**src/rtl/rail_pkg.sv**
```systemverilog
package rail_pkg;
    typedef enum logic [1:0] {SW_MAIN, SW_BREAK, SW_BATT} sw_state_t;
    typedef enum logic [1:0] {SL_IDLE, SL_QUAL, SL_OVER, SL_SEALED} seal_state_t;
endpackage

```
**src/rtl/rail_sel_fsm.sv**
```systemverilog
module rail_sel_fsm
    import rail_pkg::*;
(
    input  logic clk,
    input  logic rst_n,
    input  logic want_bat,
    output logic sel_main,
    output logic sel_bat
);
    sw_state_t state, state_nx;

    always_comb begin
        state_nx = state;
        unique case (state)
            SW_MAIN:  if (want_bat) state_nx = SW_BREAK;
            SW_BATT:  if (!want_bat) state_nx = SW_BREAK;
            SW_BREAK: state_nx = want_bat ? SW_BATT : SW_MAIN;
        endcase
    end

    always_ff @(posedge clk or negedge rst_n) begin
        if (!rst_n) state <= SW_BREAK;
        else        state <= state_nx;
    end

    always_comb begin
        sel_main = (state == SW_MAIN);
        sel_bat  = (state == SW_BATT);
    end

    assert_sel_excl_R3: assert property (@(posedge clk) disable iff (!rst_n)
        !(sel_main && sel_bat));
    assert_main_breaks_R3: assert property (@(posedge clk) disable iff (!rst_n)
        sel_main |=> !sel_bat);
    assert_batt_breaks_R3: assert property (@(posedge clk) disable iff (!rst_n)
        sel_bat |=> !sel_main);
    assert_leave_main_R1: assert property (@(posedge clk) disable iff (!rst_n)
        (sel_main && want_bat) |=> (!sel_main && !sel_bat));
    assert_gap_one_cycle_R3: assert property (@(posedge clk) disable iff (!rst_n)
        (!sel_main && !sel_bat) |=> (sel_main || sel_bat));
endmodule

```
**src/rtl/seal_fsm.sv**
```systemverilog
module seal_fsm
    import rail_pkg::*;
#(
    parameter int SEAL_MIN_MS = 5,
    parameter int SEAL_MAX_MS = 35
) (
    input  logic clk,
    input  logic rst_n,
    input  logic ms_tick,
    input  logic strap_on,
    input  logic sup_ok,
    input  logic sys_rst_n,
    output logic sealed
);
    localparam int CW = $clog2(SEAL_MAX_MS + 1);

    seal_state_t state, state_nx;
    logic [CW-1:0] cnt, cnt_nx;
    logic          prev_rst;
    logic          rst_rise;

    assign rst_rise = sys_rst_n && !prev_rst;

    always_comb begin
        state_nx = state;
        cnt_nx   = cnt;
        unique case (state)
            SL_IDLE: begin
                cnt_nx = '0;
                if (strap_on) state_nx = SL_QUAL;
            end
            SL_QUAL: begin
                if (!strap_on)
                    state_nx = (cnt >= CW'(SEAL_MIN_MS)) ? SL_SEALED : SL_IDLE;
                else if (ms_tick) begin
                    if (cnt == CW'(SEAL_MAX_MS)) state_nx = SL_OVER;
                    else                         cnt_nx   = cnt + 1'b1;
                end
            end
            SL_OVER:   if (!strap_on) state_nx = SL_IDLE;
            SL_SEALED: if (rst_rise && sup_ok) state_nx = SL_IDLE;
        endcase
    end

    always_ff @(posedge clk or negedge rst_n) begin
        if (!rst_n) begin
            state    <= SL_IDLE;
            cnt      <= '0;
            prev_rst <= 1'b1;
        end else begin
            state    <= state_nx;
            cnt      <= cnt_nx;
            prev_rst <= sys_rst_n;
        end
    end

    always_comb sealed = (state == SL_SEALED);

    assert_seal_from_qual_R5: assert property (@(posedge clk) disable iff (!rst_n)
        $rose(sealed) |-> $past(state == SL_QUAL));
    assert_seal_clear_R8: assert property (@(posedge clk) disable iff (!rst_n)
        (sealed && $rose(sys_rst_n) && sup_ok) |=> !sealed);
    assert_seal_keep_R8: assert property (@(posedge clk) disable iff (!rst_n)
        (sealed && !sup_ok) |=> sealed);
endmodule

```
**src/rtl/bkup_rail_ctrl.sv**
```systemverilog
module bkup_rail_ctrl #(
    parameter int SEAL_MIN_MS = 5,
    parameter int SEAL_MAX_MS = 35
) (
    input  logic clk,
    input  logic rst_n,
    input  logic ms_tick,
    input  logic sup_ok,
    input  logic sup_gt_bat,
    input  logic sup_dead,
    input  logic pf_cmp,
    input  logic pf_pin_low,
    input  logic sys_rst_n,
    output logic sel_main,
    output logic sel_bat,
    output logic pf_out
);
    logic sealed;
    logic strap_on;
    logic want_bat;

    assign strap_on = pf_pin_low && pf_cmp && sup_ok;
    assign want_bat = !sealed && (sup_dead || (!sup_ok && !sup_gt_bat));
    assign pf_out   = pf_cmp;

    seal_fsm #(
        .SEAL_MIN_MS(SEAL_MIN_MS),
        .SEAL_MAX_MS(SEAL_MAX_MS)
    ) u_seal (
        .clk      (clk),
        .rst_n    (rst_n),
        .ms_tick  (ms_tick),
        .strap_on (strap_on),
        .sup_ok   (sup_ok),
        .sys_rst_n(sys_rst_n),
        .sealed   (sealed)
    );

    rail_sel_fsm u_sel (
        .clk     (clk),
        .rst_n   (rst_n),
        .want_bat(want_bat),
        .sel_main(sel_main),
        .sel_bat (sel_bat)
    );

    assert_sealed_no_batt_R7: assert property (@(posedge clk) disable iff (!rst_n)
        sealed |-> !sel_bat);
    assert_recover_R4: assert property (@(posedge clk) disable iff (!rst_n)
        (sel_bat && (sup_ok || sup_gt_bat) && !sup_dead) |=> !sel_bat);
    assert_dead_batt_R2: assert property (@(posedge clk) disable iff (!rst_n)
        (sel_main && sup_dead && !sealed) |=> !sel_main);
endmodule

```
**config.mk**
```make
export PLATFORM = sky130hd
export DESIGN_NAME = bkup_rail_ctrl
export DESIGN_NICKNAME = d
export VERILOG_FILES = /design/src/rtl/rail_pkg.sv /design/src/rtl/rail_sel_fsm.sv /design/src/rtl/seal_fsm.sv /design/src/rtl/bkup_rail_ctrl.sv
export SDC_FILE = /design/constraint.sdc
export NUM_CORES = 1
export LEC_CHECK = 0
export BUFFER_PORTS_ARGS = -buffer_cell sky130_fd_sc_hd__buf_2
export CAP_MARGIN = 30
export CORE_UTILIZATION = 30
export CTS_BUF_LIST = sky130_fd_sc_hd__clkbuf_8
export CTS_CLUSTER_DIAMETER = 100
export CTS_CLUSTER_SIZE = 40
export DETAILED_ROUTE_END_ITERATION = 7
export GPL_TIMING_DRIVEN = 1
export PLACE_DENSITY_LB_ADDON = 0.25
export SKIP_LAST_GASP = 1
export SLEW_MARGIN = 20
export SYNTH_ARGS = -nofsm -noshare
export SYNTH_HDL_FRONTEND = slang
export SYNTH_SLANG_ARGS = --single-unit
```
**constraint.sdc**
```tcl
create_clock -name clk -period 2.5 [get_ports clk]
set_input_delay 0.5 -clock clk [delete_from_list [all_inputs] [get_ports clk]]
set_output_delay 0.5 -clock clk [all_outputs]
set_load 0.02 [all_outputs]
```
==> flow_metrics.tcl <==
set metrics [dict create \
    slowest_delay_ns 0.44 \
    maxSlewViolCount 0 \
    coreArea_um2 2040 \
    nets 94 \
    grt-ovfl-total 0 \
    timing.hold.ws_ns 0.121 \
    crit_slowest_cell "dfrtp_1" \
    cap_viol_max_count 0 \
    first_pass_iters 4 \
    synth_top_area_frac 0.334 \
    die-area_um2 2440 \
    worstPathCellList "ha_1, nor4b_4, a211oi_4, a21oi_1, a31o_1" \
    status "finished, final reports clean" \
    io_pins 12 \
    post_dp_cell_area_um2 748 \
    grt_first_pass_wirelength_um 2350 \
    dpl.cell_count 104 \
    cts.repair.resized 0 \
    yosys-top-cells-area "dfrtp_1, dfstp_2, ha_1" \
    synthCells 69 \
    fmax_ghz 0.572 \
    post_layout_nonfiller_instances 108 \
    path_max_fanout 8 \
    leakagePower_nw 0.346 \
    cts.sinks 11 \
    synth-edff-count 0 \
    finalHoldViolCount 0 \
    synth_most_common_cell "dfrtp_1" \
    drt_iter0_drc 16 \
    cts-root-buf "clkbuf_8" \
    hold_buffers 0 \
    routed_wl_um 1380 \
    via_per_inst 4.97 \
    critPathCaptureType "flip-flop" \
    worst_hold_path_type "input pin to asynchronous set/reset pin" \
    min_period_ns 1.75 \
    hpwlAfterDp_um 1000 \
    skew_ns 0.00172 \
    drive_gt1_frac 0.247 \
    numCtsBuffers 3 \
    worstMarginPinSlew_ns 0.420 \
    yosysWarningCount 0 \
    initial_core_util 0.330 \
    grt_pass1_vias 551 \
    drc 0 \
    synth_area_um2 674 \
    worstPathRequired_ns 2.63 \
    grt.total_usage 0.132 \
    antenna_left 0 \
    grt_antenna_before_repair 0 \
    relSlewSlack 0.713 \
    worst_setup_path_start_kind "flip-flop" \
    synth_flop_cell "dfrtp_1" \
    ys_seq_area_frac 0.412 \
    ys_ff_latch 11 \
    clkLatencyLatePin_ns 0.24 \
    syn-num-nets 81 \
    nFillCells 218 \
    die_y_um 49.4 \
    gp_congestion 0.755 \
    core.rowCount 16 \
    port-buffer-count 11 \
    ys_top_cells_by_count "dfrtp_1, nor2_1, nand2_1, o21ai_0" \
    totalNegativeSetupSlack_ns 0 \
    final.period_utilization 0.699 \
    cts_tree "built" \
    power.density_nw_per_um2 629 \
    synthDistinctLibCells 33 \
    die_w_um 49.4 \
    cp.arrival_ns 1.88 \
    n_antenna_cell 0 \
    rsz0062_at_grt "false" \
    reg2regPathDepth 5 \
    yosysTopAreaCell "dfrtp_1" \
    clock_path_buffers 2 \
    grt_max_degree 12 \
    avgSynthCellArea_um2 9.77 \
    wl_per_cell_um 12.8 \
    area_delta_synth_final_pct 17.6 \
    synthArstFlopShare 1.00 \
    design_area_um2 793 \
    peakVddDrop_v 0.000408 \
    dr_total_vias 537 \
    setup.worst_path.class "flip-flop to flip-flop" \
    cts.clk_slew.worst_paths_ns 0.05 \
    finalSetupViolCount 0 \
    htree_levels 1 \
    post_cts_buffers 0 \
]
-- cell families (layout without fill, tap and decap cells) --
kind of cell	count (synthesis)	after routing	synth area share
simple gates	28	28	0.245
fa+ha+maj	3	3	0.0557
buf+inv	6	18	0.0390
flops	11	11	0.412
compound gates	17	17	0.197
xor+xnor	4	4	0.0520
-- path summary, 6_finish.rpt --
| check | from | to | slack, ns |
|---|---|---|---|
| worst max-delay path | u_seal.cnt[0] | u_seal.cnt[3] | 0.75 |
| worst min-delay path | rst_n | u_seal.state[0] | 0.12 |
| worst max register to register | u_seal.cnt[0] | u_seal.cnt[3] | 0.75 |
| worst min register to register | u_sel.state[1] | u_sel.state[0] | 0.49 |
| max in group asynchronous | rst_n | u_sel.state[0] | 2.11 |
| min in group clk | sys_rst_n | u_seal.prev_rst | 0.36 |
-- worst max-delay path, delay by kind of cell, from the launching register on --
kind                       cells  cell delay (ns)
AOI/OAI and AO/OA              3             0.76
DFF                            1             0.44
adders and majority gates      1             0.27
and+or+nand+nor                1             0.16
-- sequential cells by signal (all words and copies together), names as in the netlist --
signal / cells
u_seal.prev_rst: 1
u_seal.cnt: 6
u_sel.state: 2
u_seal.state: 2
-- per-layer routing --
layer / part of all wire / GRT usage / up-vias
met5: 0 / 0 / -
met1: 0.49 / 0.153 / 257
met4: 0.012 / 0.0667 / 0
met2: 0.45 / 0.196 / 10
met3: 0.054 / 0.0717 / 2
li1: - / - / 268
-- power by group --
group	switching (W)	internal, W	leakage [nW]	total, W
combinational	0.0000548	0.0000417	0.174	0.0000965
sequential	0.0000203	0.000203	0.145	0.000223
clock	0.0000712	0.000108	0.0269	0.000179
total	0.000146	0.000353	0.346	0.000499
-- placed cells by master (no fill, tap or decap), drive strengths merged, types with 2 or more instances in the layout --
master and count:
and3 2, nor2b 3, o22ai 2, clkbuf 3
buf 11, a21oi 2, xor2 3, dfrtp 9
ha 3, o21ai 5, nand4 2, nand3 2
and2 2, nand2b 2, inv 4, dfstp 2
nor2 8, nand2 4
-- area by class of cell --
type	count	area [um2]	share of cell area
clock buffers	3	41.3	0.0521
clock inverters	1	3.75	0.00473
inverters	3	11.3	0.0142
multi-input cells	52	370	0.467
flip-flops and latches	11	278	0.350
well taps	27	33.8	0.0426
repair buffers	11	55.1	0.0694
-- metrics by stage --
stage	utilization	setup WS (ns)	total power, W
finish	0.388	0.752	0.000499
detailed placement	0.366	0.800	0.000323
global placement	0.366	0.816	0.000322
global route	0.388	0.645	0.000528
floorplan	-	0.972	0.000290
CTS	0.388	0.775	0.000508
Note: power is estimated with default switching activity, not from simulation.
